**config.mk**
```make
export PLATFORM = sky130hd
export DESIGN_NAME = dma_ctx_ctrl_bank
export DESIGN_NICKNAME = d
export VERILOG_FILES = /design/src/rtl/ctxctl_pkg.sv /design/src/rtl/ctxctl_decode.sv /design/src/rtl/ctxctl_slot.sv /design/src/rtl/dma_ctx_ctrl_bank.sv
export SDC_FILE = /design/constraint.sdc
export NUM_CORES = 1
export LEC_CHECK = 0
export ABC_CLOCK_PERIOD_IN_PS = 2000
export BUFFER_PORTS_ARGS = -buffer_cell sky130_fd_sc_hd__buf_2
export CAP_MARGIN = 20
export CORE_MARGIN = 1
export CORE_UTILIZATION = 42
export DETAILED_ROUTE_END_ITERATION = 10
export GPL_TIMING_DRIVEN = 0
export PLACE_DENSITY = 0.8
export SYNTH_ARGS = -nofsm -noshare
export SYNTH_HDL_FRONTEND = slang
export SYNTH_SLANG_ARGS = --single-unit
```
**constraint.sdc**
```tcl
create_clock -name clk -period 2 [get_ports clk]
set_input_delay 0.2 -clock clk [delete_from_list [all_inputs] [get_ports clk]]
set_output_delay 0.2 -clock clk [all_outputs]
set_load 0.005 [all_outputs]
```
**src/rtl/ctxctl_pkg.sv**
```systemverilog
// Shared types for the DMA context control bank.
// Holds the stored fields of one context and the function that places them
// in the 32-bit readback word. Reserved positions are always zero.
package ctxctl_pkg;

    typedef struct packed {
        logic       run;
        logic       wake;
        logic       dead;
        logic       active;
        logic [2:0] spd;
        logic [4:0] evt;
    } ctx_word_t;

    // Place the stored fields at their readback positions
    function automatic logic [31:0] pack_word(input ctx_word_t w);
        return {16'h0000, w.run, 2'b00, w.wake, w.dead, w.active, 2'b00, w.spd, w.evt};
    endfunction

endpackage

```
**src/rtl/ctxctl_decode.sv**
```systemverilog
// Address decoder for the context bank.
// Maps a byte address onto a context index and onto a set or clear slot.
// Assumes BASE_ADDR is a multiple of the stride and NUM_CTX >= 2.
module ctxctl_decode #(
    parameter int ADDR_W    = 12,
    parameter int NUM_CTX   = 4,
    parameter int BASE_ADDR = 'h180,
    parameter int STRIDE_LG = 5,
    parameter int CLR_OFS   = 4
) (
    input  logic [ADDR_W-1:0]          addr,
    input  logic                       wr_en,
    output logic [NUM_CTX-1:0]         set_hit,
    output logic [NUM_CTX-1:0]         clr_hit,
    output logic                       rd_hit,
    output logic [$clog2(NUM_CTX)-1:0] rd_idx
);
    localparam int IDX_W = $clog2(NUM_CTX);
    localparam logic [ADDR_W-1:0] BASE_V = ADDR_W'(BASE_ADDR);
    localparam logic [ADDR_W-1:0] SPAN_V = ADDR_W'(NUM_CTX << STRIDE_LG);

    logic [ADDR_W-1:0]    off;
    logic                 in_win;
    logic [STRIDE_LG-1:0] sub;
    logic                 is_set;
    logic                 is_clr;

    // Window offset and slot within a context stride
    always_comb begin
        off    = addr - BASE_V;
        in_win = (addr >= BASE_V) && (off < SPAN_V);
        sub    = off[STRIDE_LG-1:0];
        rd_idx = off[STRIDE_LG +: IDX_W];
        is_set = in_win && (sub == '0);
        is_clr = in_win && (sub == STRIDE_LG'(CLR_OFS));
        rd_hit = is_set || is_clr;
    end

    // Per-context write strobes
    always_comb begin
        for (int k = 0; k < NUM_CTX; k++) begin
            set_hit[k] = wr_en && is_set && (rd_idx == IDX_W'(k));
            clr_hit[k] = wr_en && is_clr && (rd_idx == IDX_W'(k));
        end
    end

    // At most one context slot accepts a given write
    always_comb begin
        AST_ONE_WRITE_TARGET: assert ($onehot0({set_hit, clr_hit}));
    end

endmodule

```
**src/rtl/ctxctl_slot.sv**
```systemverilog
// Control/status storage for one DMA context.
// Applies software set/clear strobes and engine strobes with fixed priorities.
// Assumes the write strobes are already qualified by the address decode.
// IS_RX selects whether the speed field is stored or held at zero.
module ctxctl_slot
    import ctxctl_pkg::*;
#(
    parameter bit IS_RX = 1'b0
) (
    input  logic      clk,
    input  logic      rst_n,
    input  logic      sw_run_set,
    input  logic      sw_run_clr,
    input  logic      sw_wake_set,
    input  logic      hw_fetch,
    input  logic      hw_fatal,
    input  logic      hw_busy,
    input  logic      hw_idle,
    input  logic      hw_done,
    input  logic [2:0] hw_spd,
    input  logic [4:0] hw_evt,
    output ctx_word_t word
);
    logic       run_q;
    logic       wake_q;
    logic       dead_q;
    logic       active_q;
    logic [2:0] spd_q;
    logic [4:0] evt_q;

    // Run: software owned, cleared only by reset or the clear address
    always_ff @(posedge clk) begin
        if (!rst_n)          run_q <= 1'b0;
        else if (sw_run_set) run_q <= 1'b1;
        else if (sw_run_clr) run_q <= 1'b0;
    end

    // Wake: software set beats a same-cycle fetch clear
    always_ff @(posedge clk) begin
        if (!rst_n)           wake_q <= 1'b0;
        else if (sw_wake_set) wake_q <= 1'b1;
        else if (hw_fetch)    wake_q <= 1'b0;
    end

    // Dead: fatal sets, a software stop clears and wins
    always_ff @(posedge clk) begin
        if (!rst_n)          dead_q <= 1'b0;
        else if (sw_run_clr) dead_q <= 1'b0;
        else if (hw_fatal)   dead_q <= 1'b1;
    end

    // Active: busy sets while running, idle or a stop clears
    always_ff @(posedge clk) begin
        if (!rst_n)                  active_q <= 1'b0;
        else if (sw_run_clr)         active_q <= 1'b0;
        else if (hw_busy && run_q)   active_q <= 1'b1;
        else if (hw_idle)            active_q <= 1'b0;
    end

    // Event code: captured on every completion
    always_ff @(posedge clk) begin
        if (!rst_n)       evt_q <= '0;
        else if (hw_done) evt_q <= hw_evt;
    end

    generate
        if (IS_RX) begin : g_rx_spd
            // Speed code: captured on completion for receive contexts
            always_ff @(posedge clk) begin
                if (!rst_n)       spd_q <= '0;
                else if (hw_done) spd_q <= hw_spd;
            end
        end else begin : g_tx_spd
            logic unused_spd;
            assign unused_spd = ^hw_spd;
            assign spd_q = 3'b000;
        end
    endgenerate

    assign word = '{run: run_q, wake: wake_q, dead: dead_q, active: active_q,
                    spd: spd_q, evt: evt_q};

    AST_RUN_ONLY_BY_SW: assert property (@(posedge clk) disable iff (!rst_n)
        (!sw_run_set && !sw_run_clr) |=> (run_q == $past(run_q)));

    AST_WAKE_SET_WINS: assert property (@(posedge clk) disable iff (!rst_n)
        sw_wake_set |=> wake_q);

    AST_FETCH_DROPS_WAKE: assert property (@(posedge clk) disable iff (!rst_n)
        (hw_fetch && !sw_wake_set) |=> !wake_q);

    AST_STOP_CLEARS_DEAD: assert property (@(posedge clk) disable iff (!rst_n)
        sw_run_clr |=> (!dead_q && !run_q));

    AST_STOP_CLEARS_ACTIVE: assert property (@(posedge clk) disable iff (!rst_n)
        sw_run_clr |=> !active_q);

    AST_NO_BUSY_WHEN_STOPPED: assert property (@(posedge clk) disable iff (!rst_n)
        (!run_q && !active_q) |=> !active_q);

    AST_FIELDS_HOLD: assert property (@(posedge clk) disable iff (!rst_n)
        !hw_done |=> ($stable(evt_q) && $stable(spd_q)));

endmodule

```
**src/rtl/dma_ctx_ctrl_bank.sv**
```systemverilog
// Register bank holding the control/status word of several DMA contexts.
// Each context has a write-one-to-set and a write-one-to-clear address.
// Reads are combinational from either address. Unmapped reads return zero.
// Contexts with index >= NUM_TX are receive contexts and store a speed code.
module dma_ctx_ctrl_bank
    import ctxctl_pkg::*;
#(
    parameter int ADDR_W    = 12,
    parameter int NUM_CTX   = 4,
    parameter int NUM_TX    = 2,
    parameter int BASE_ADDR = 'h180,
    parameter int STRIDE_LG = 5,
    parameter int CLR_OFS   = 4
) (
    input  logic                  clk,
    input  logic                  rst_n,
    input  logic [ADDR_W-1:0]     reg_addr,
    input  logic                  reg_wr,
    input  logic [31:0]           reg_wdata,
    output logic [31:0]           reg_rdata,
    input  logic [NUM_CTX-1:0]    hw_fetch,
    input  logic [NUM_CTX-1:0]    hw_fatal,
    input  logic [NUM_CTX-1:0]    hw_busy,
    input  logic [NUM_CTX-1:0]    hw_idle,
    input  logic [NUM_CTX-1:0]    hw_done,
    input  logic [NUM_CTX*3-1:0]  hw_spd,
    input  logic [NUM_CTX*5-1:0]  hw_evt,
    output logic [NUM_CTX-1:0]    ctx_run,
    output logic [NUM_CTX-1:0]    ctx_wake
);
    localparam int IDX_W    = $clog2(NUM_CTX);
    localparam int RUN_BIT  = 15;
    localparam int WAKE_BIT = 12;

    logic [NUM_CTX-1:0] set_hit;
    logic [NUM_CTX-1:0] clr_hit;
    logic               rd_hit;
    logic [IDX_W-1:0]   rd_idx;
    ctx_word_t          words [NUM_CTX];

    logic unused_wdata;
    assign unused_wdata = ^{reg_wdata[31:16], reg_wdata[14:13], reg_wdata[11:0]};

    ctxctl_decode #(
        .ADDR_W(ADDR_W), .NUM_CTX(NUM_CTX), .BASE_ADDR(BASE_ADDR),
        .STRIDE_LG(STRIDE_LG), .CLR_OFS(CLR_OFS)
    ) u_decode (
        .addr(reg_addr), .wr_en(reg_wr),
        .set_hit(set_hit), .clr_hit(clr_hit),
        .rd_hit(rd_hit), .rd_idx(rd_idx)
    );

    generate
        for (genvar k = 0; k < NUM_CTX; k++) begin : g_ctx
            ctxctl_slot #(.IS_RX(k >= NUM_TX)) u_slot (
                .clk(clk), .rst_n(rst_n),
                .sw_run_set (set_hit[k] && reg_wdata[RUN_BIT]),
                .sw_run_clr (clr_hit[k] && reg_wdata[RUN_BIT]),
                .sw_wake_set(set_hit[k] && reg_wdata[WAKE_BIT]),
                .hw_fetch(hw_fetch[k]), .hw_fatal(hw_fatal[k]),
                .hw_busy(hw_busy[k]), .hw_idle(hw_idle[k]), .hw_done(hw_done[k]),
                .hw_spd(hw_spd[k*3 +: 3]), .hw_evt(hw_evt[k*5 +: 5]),
                .word(words[k])
            );
            assign ctx_run[k]  = words[k].run;
            assign ctx_wake[k] = words[k].wake;
        end
    endgenerate

    // Readback multiplexer over the selected context
    always_comb begin
        reg_rdata = '0;
        for (int k = 0; k < NUM_CTX; k++) begin
            if (rd_hit && (rd_idx == IDX_W'(k))) reg_rdata = pack_word(words[k]);
        end
    end

    AST_RESERVED_ZERO: assert property (@(posedge clk) disable iff (!rst_n)
        1'b1 |-> ((reg_rdata[31:16] == 16'h0) && (reg_rdata[14:13] == 2'b00)
                  && (reg_rdata[9:8] == 2'b00)));

    AST_UNMAPPED_READ_ZERO: assert property (@(posedge clk) disable iff (!rst_n)
        !rd_hit |-> (reg_rdata == 32'h0));

    AST_RESET_CLEARS_OUTPUTS: assert property (@(posedge clk)
        !rst_n |=> ((ctx_run == '0) && (ctx_wake == '0)));

endmodule

```
=== Word level (Yosys, flattened, before mapping) ===
Index checks and enable logic that the tools add are counted.

* $lt $le $gt $ge: 2
* Shift-type cells: 0
* Add/sub/neg operators: 1
* Div/mod/pow operators: 0
* $mul: 0
* Reductions and logical operators: 52
* Equality and inequality tests: 4
* Bitwise logic cells: 1
* Mux-type cells: 28

{| class="wikitable"
|+ Operators with widths
! kind !! count
|-
| $mux 32 || 3
|-
| $logic_and 1x1->1 || 33
|-
| $mux 1 || 24
|-
| $reduce_bool 2->1 || 12
|-
| $mux 16 || 1
|-
| $ge 12x9->1 const B || 1
|-
| $lt 12x8->1 const B || 1
|-
| $sub 12x9->12 const B || 1
|-
| $reduce_or 2->1 || 4
|-
| $eq 5x3->1 const B || 1
|-
| $logic_not 5->1 || 1
|-
| $eq 2x2->1 const B || 2
|-
| $eq 2x1->1 const B || 1
|-
| $logic_not 2->1 || 1
|-
| $logic_or 1x1->1 || 1
|-
| $not 1->1 || 1
|}

* Output and inout port bits: 40
* Input bits: 99
* Memory bits (writable): 0
* Memory bits (read-only): 0
* Logic and storage cells: 110
* Latch bits: 0
* Memories: 0
* Register bits after elaboration: 42

=== Logic depth before layout (Yosys ltp) ===
* Depth after elaboration: 10
* Depth in mapped cells: 6
* Depth with buffers taken out: 5

=== By module ===
Synthesis repeated with hierarchy kept, for this count alone.

* Cells, all modules: 264
* Area, all modules: 2493.6 sq um

{| class="wikitable"
|+ Modules (own cells, without submodules)
! module !! area each (sq um) !! times used !! sequential area each (sq um) !! cells each
|-
| ctxctl_slot (g_ctx[2].u_slot ...) || 473.0 || 2 || 240.2 || 44
|-
| ctxctl_slot (g_ctx[0].u_slot ...) || 385.4 || 2 || 180.2 || 38
|-
| dma_ctx_ctrl_bank || 609.3 || 1 || 0.0 || 76
|-
| ctxctl_decode || 167.7 || 1 || 0.0 || 24
|}

=== Least setup slack after synthesis ===
No wires, ideal clock.

* Path type: input -> register
* Start: in reg_addr[7]
* End: reg g_ctx[0].u_slot.run_q
* Stages on the path: 6
* Buffers on the path: 1
* Data required time: 1934 ps
* Setup time: 66 ps
* Data arrival time: 1553 ps
* Setup slack: 380 ps
* Path through: ha_1 nor3b_1 o311ai_1 buf_2 or4_4 a21oi_2

* Word-level cells in the longest chain between the ends: 8
* Elaborated cells between the ends (all ways): 14
* Those cells by class: add/sub: 1; order compare: 2; mux: 1; reduce/logical: 10

{| class="wikitable"
|+ Ends and longest elaborated chain
! element !! line !! source
|-
| start, declared || dma_ctx_ctrl_bank.sv:17 || <nowiki>input logic [ADDR_W-1:0] reg_addr,</nowiki>
|-
| $sub 12x9->12 || ctxctl_decode.sv:30 || <nowiki>off = addr - BASE_V;</nowiki>
|-
| $lt 12x8->1 || ctxctl_decode.sv:31 || <nowiki>in_win = (addr >= BASE_V) && (off < SPAN_V);</nowiki>
|-
| $logic_and 1x1->1 * || ctxctl_decode.sv:31 ||
|-
| $logic_and 1x1->1 (on tied branches) || ctxctl_decode.sv:34, ctxctl_decode.sv:35 ||
|-
| $logic_and 1x1->1 (on tied branches) (2 in series) || ctxctl_decode.sv:42, ctxctl_decode.sv:43 ||
|-
| $logic_and 1x1->1 (on tied branches) || dma_ctx_ctrl_bank.sv:57, dma_ctx_ctrl_bank.sv:58 ||
|-
| $mux 1 or $reduce_bool 2->1 (tied branches) || -- ||
|-
| end signal, assigned || ctxctl_slot.sv:33 || <nowiki>if (!rst_n) run_q <= 1'b0;</nowiki>
|-
| end signal, assigned || ctxctl_slot.sv:34 || <nowiki>else if (sw_run_set) run_q <= 1'b1;</nowiki>
|-
| end signal, assigned || ctxctl_slot.sv:35 || <nowiki>else if (sw_run_clr) run_q <= 1'b0;</nowiki>
|-
| end, declared || ctxctl_slot.sv:24 || <nowiki>logic run_q;</nowiki>
|}

Every way passes the cells marked *; elsewhere a longest branch is shown, timed or not.
A chain may end at the register's enable or synchronous reset.

=== Worst setup path in the final report ===
* Start: in reg_addr[6]
* End: out reg_rdata[2]

* Word-level cells in the longest chain between the ends: 10
* Elaborated cells between the ends (all ways): 19
* Those cells by class: add/sub: 1; order compare: 2; eq/ne: 3; mux: 4; reduce/logical: 9

{| class="wikitable"
|+ Ends and longest elaborated chain
! element !! line !! source
|-
| $sub 12x9->12 || ctxctl_decode.sv:30 ||
|-
| $lt 12x8->1 || ctxctl_decode.sv:31 ||
|-
| $logic_and 1x1->1 || ctxctl_decode.sv:31 ||
|-
| $logic_and 1x1->1 (on tied branches) || ctxctl_decode.sv:34, ctxctl_decode.sv:35 ||
|-
| $logic_or 1x1->1 || ctxctl_decode.sv:36 || <nowiki>rd_hit = is_set || is_clr;</nowiki>
|-
| $logic_and 1x1->1 || dma_ctx_ctrl_bank.sv:74 || <nowiki>if (rd_hit && (rd_idx == IDX_W'(k))) reg_rdata = pack_word(words[k]);</nowiki>
|-
| $mux 16 || dma_ctx_ctrl_bank.sv:74 ||
|-
| $mux 32 (2 in series) || dma_ctx_ctrl_bank.sv:74 ||
|-
| $mux 32 * || dma_ctx_ctrl_bank.sv:74 ||
|-
| end, declared || dma_ctx_ctrl_bank.sv:20 || <nowiki>output logic [31:0] reg_rdata,</nowiki>
|}

Marks and branches as above.

==> metrics <==
clk_lat worst skew=0.29 ns; initial core utilization=0.445; Remaining Overflow, GRT=0; YS warnings=0; Yosys reg bits=between 40 and 50; endpoint class of the critical path=output pin; CP startpoint kind=primary input; worst setup margin=around 0.19 ns; number of buffers created by CTS=5; fmax=approximately 550 MHz; Cell Rows=25; WL per Instance=12.8 um; mean post-synth cell area=slightly below 10 um2; root buf cell=clkbuf_8; antenna cells=0; vias in the first global route=approximately 1.7k; mux share of post-synthesis cell area=0.230; Setup CP Type=in -> out; largest family of logic cells by synthesized area=multiplexers; Via-to-Cell Ratio=between 4 and 5; VDD IR max=approximately 0.46 mV; Hold Vio Cnt, Final=0; Mapped Cells=between 200 and 250; Cell variety after synth=33; Tot GR Track Use=0.191; Seq/Total Area, Yosys=0.393; Setup violations, final=0; Post-Synthesis Cell Area=~2100 um2; layout cells sized above 1=0.403; Total Wirelength=4950 um; first-pass GRT wire length=7760 um; xor and xnor fraction of the mapped netlist area=0; multi-input logic area=1090 um2; unrepaired setup endpoints after global routing=no; compound-cell area share of the yosys netlist=0.0648; FILL cells=around 460; CP Data Arrival Time=about 1.6 ns; commonest non-fill, non-tap cells in the layout=buf_2 (80), dfxtp_1 (42), nor2_1 (38); most common cell after layout, fill and taps aside=buf_2; CP required=between 1.5 and 2 ns; Lkg Pwr=roughly 1.4 nW; Chip Height=~73 um; 1st-pass router iterations=4; Tcrit/Tclk final=0.907; Worst Skew=0.00522 ns; post-route DRC violation count=0; Post-Synth Simple-Gate Area=0.169; worst min-delay path class=in -> reg; input/output buffers=75; slew margin rel.=0.579; crit path max fanout=10; via count=between 1.5k and 2k; total power=1.65 mW; # IOs=roughly 140; DIE WIDTH=about 73 um; largest net degree at the start of global routing=12; core area=~4800 um2; Routed Antenna Nets=0; worst slack at placement=-0.183 ns; Area growth syn-to-layout=28.9%; routability cong.=0.877; Die ar.=about 5400 um2; adder-cell share of the synthesized area=0.00584; max_cap viols=0; top-area cell type share of the netlist area=0.393; fin. max-slew vios=0; fin nets=about 420; CTS sink cnt=42; worst slew pin tran=0.632 ns; H-tree Lvls=2; Worst-path clk slew=about 0.08 ns; CTS tree=done; status=completed; cell taking the most area after synthesis=dfxtp_1; initial antenna violation count=0; Final min period=approximately 1.8 ns; pwr dens=approximately 600 nW/um2; main area contributors after synthesis=dfxtp_1 (39%), mux2i_1 (14%), buf_4 (9.8%); buffer levels on the longest clock path=2; Setup Fix Bufs, Post-CTS=0; DP Wirelength=between 3000 and 4000 um; FF+latch area=841 um2; 1st-iter DRT viols=60
-- registers in the layout, summed over array words and instances, names as in the netlist --
signal / cells
g_ctx.u_slot.active_q: 4
g_ctx.u_slot.dead_q: 4
g_ctx.u_slot.evt_q: 20
g_ctx.u_slot.run_q: 4
g_ctx.u_slot.spd_q: 6
g_ctx.u_slot.wake_q: 4
-- final timing paths --
kind,start,end,slack (ns),depth (start not counted)
worst max-delay path,reg_addr[6],reg_rdata[2],0.19,5
worst min-delay path,hw_fatal[0],g_ctx[0].u_slot.dead_q,0.12,3
worst max register to register,g_ctx[0].u_slot.run_q,g_ctx[0].u_slot.active_q,1.26,2
worst min register to register,g_ctx[2].u_slot.dead_q,g_ctx[2].u_slot.dead_q,0.49,2
-- critical path: stages --
cell and delay (ns):
buf_2 0.24, buf_1 0.52, mux4_2 0.39, nor2b_1 0.14
buf_2 0.12
-- cells by family after synthesis --
| logic type | count (synthesis) |
|---|---|
| compound gates | 17 |
| other cells | 1 |
| mux | 38 |
| flops | 42 |
| simple gates | 70 |
| buf+inv | 48 |
| fa+ha+maj | 1 |
-- repair_timing --
item	4_1_cts	5_1_grt
hold buffers	0	0
gates resized for setup	2	1
setup endpoints to repair	10	5
-- power breakdown --
group          internal, mW  switching, mW  leakage [nW]
Sequential            0.873         0.0192         0.345
Clock                 0.241          0.268        0.0383
Combinational         0.137          0.111         0.997
Total                  1.25          0.398          1.38
-- metrics by stage --
step | setup TNS (ns) | instances | instance area, um2 | util | hold slack (ns)
4_1_cts | 0 | 385 | 2750 | 0.571 | 0.113
2_1_floorplan | 0 | 236 | 2210 | - | 0.316
3_5_place_dp | -1.74 | 378 | 2670 | 0.555 | 0.413
5_1_grt | 0 | 385 | 2760 | 0.573 | 0.140
6_report | 0 | 385 | 2760 | 0.573 | 0.116
3_3_place_gp | -1.47 | 378 | 2670 | 0.555 | 0.406
-- cell usage after synthesis --
master and n:
nor3b_1 5, o21ba_1 2, o31ai_2 1, o41ai_2 1
or4_1 1, o311ai_1 1, and4bb_1 2, ha_1 1
inv_1 6, nor2b_1 9, buf_2 5, a22oi_1 4
nand2_1 3, conb_1 1, or4_4 1, nand3b_1 4
nor3_1 2, nor2_1 38, mux4_2 9, nand3_1 1
o21ai_1 3, or3_1 1, o31ai_1 3, buf_1 2
buf_4 28, a21oi_1 1, dfxtp_1 42, a21oi_2 1
mux2i_1 29, nor4_1 1, clkinv_1 1, nand2b_1 2
clkbuf_1 6
-- final cells by class --
cell class,instances,area share
flip-flops and latches,42,0.305
repair buffers,75,0.136
clock buffers,7,0.0277
inverters,7,0.00952
plain buffers,41,0.0975
multi-input cells,146,0.394
well taps,67,0.0304
-- layer usage --
metal / GRT usage / part of all wire / up-vias / routed length [um]
met3: 0.0316 / 0.053 / 5 / 263
met5: 0 / 0 / - / 0
met4: 0.0705 / 0.012 / 0 / 58
met2: 0.336 / 0.48 / 64 / 2390
li1: - / - / 902 / -
met1: 0.233 / 0.45 / 845 / 2230
Note: power is estimated with default switching activity, not from simulation.
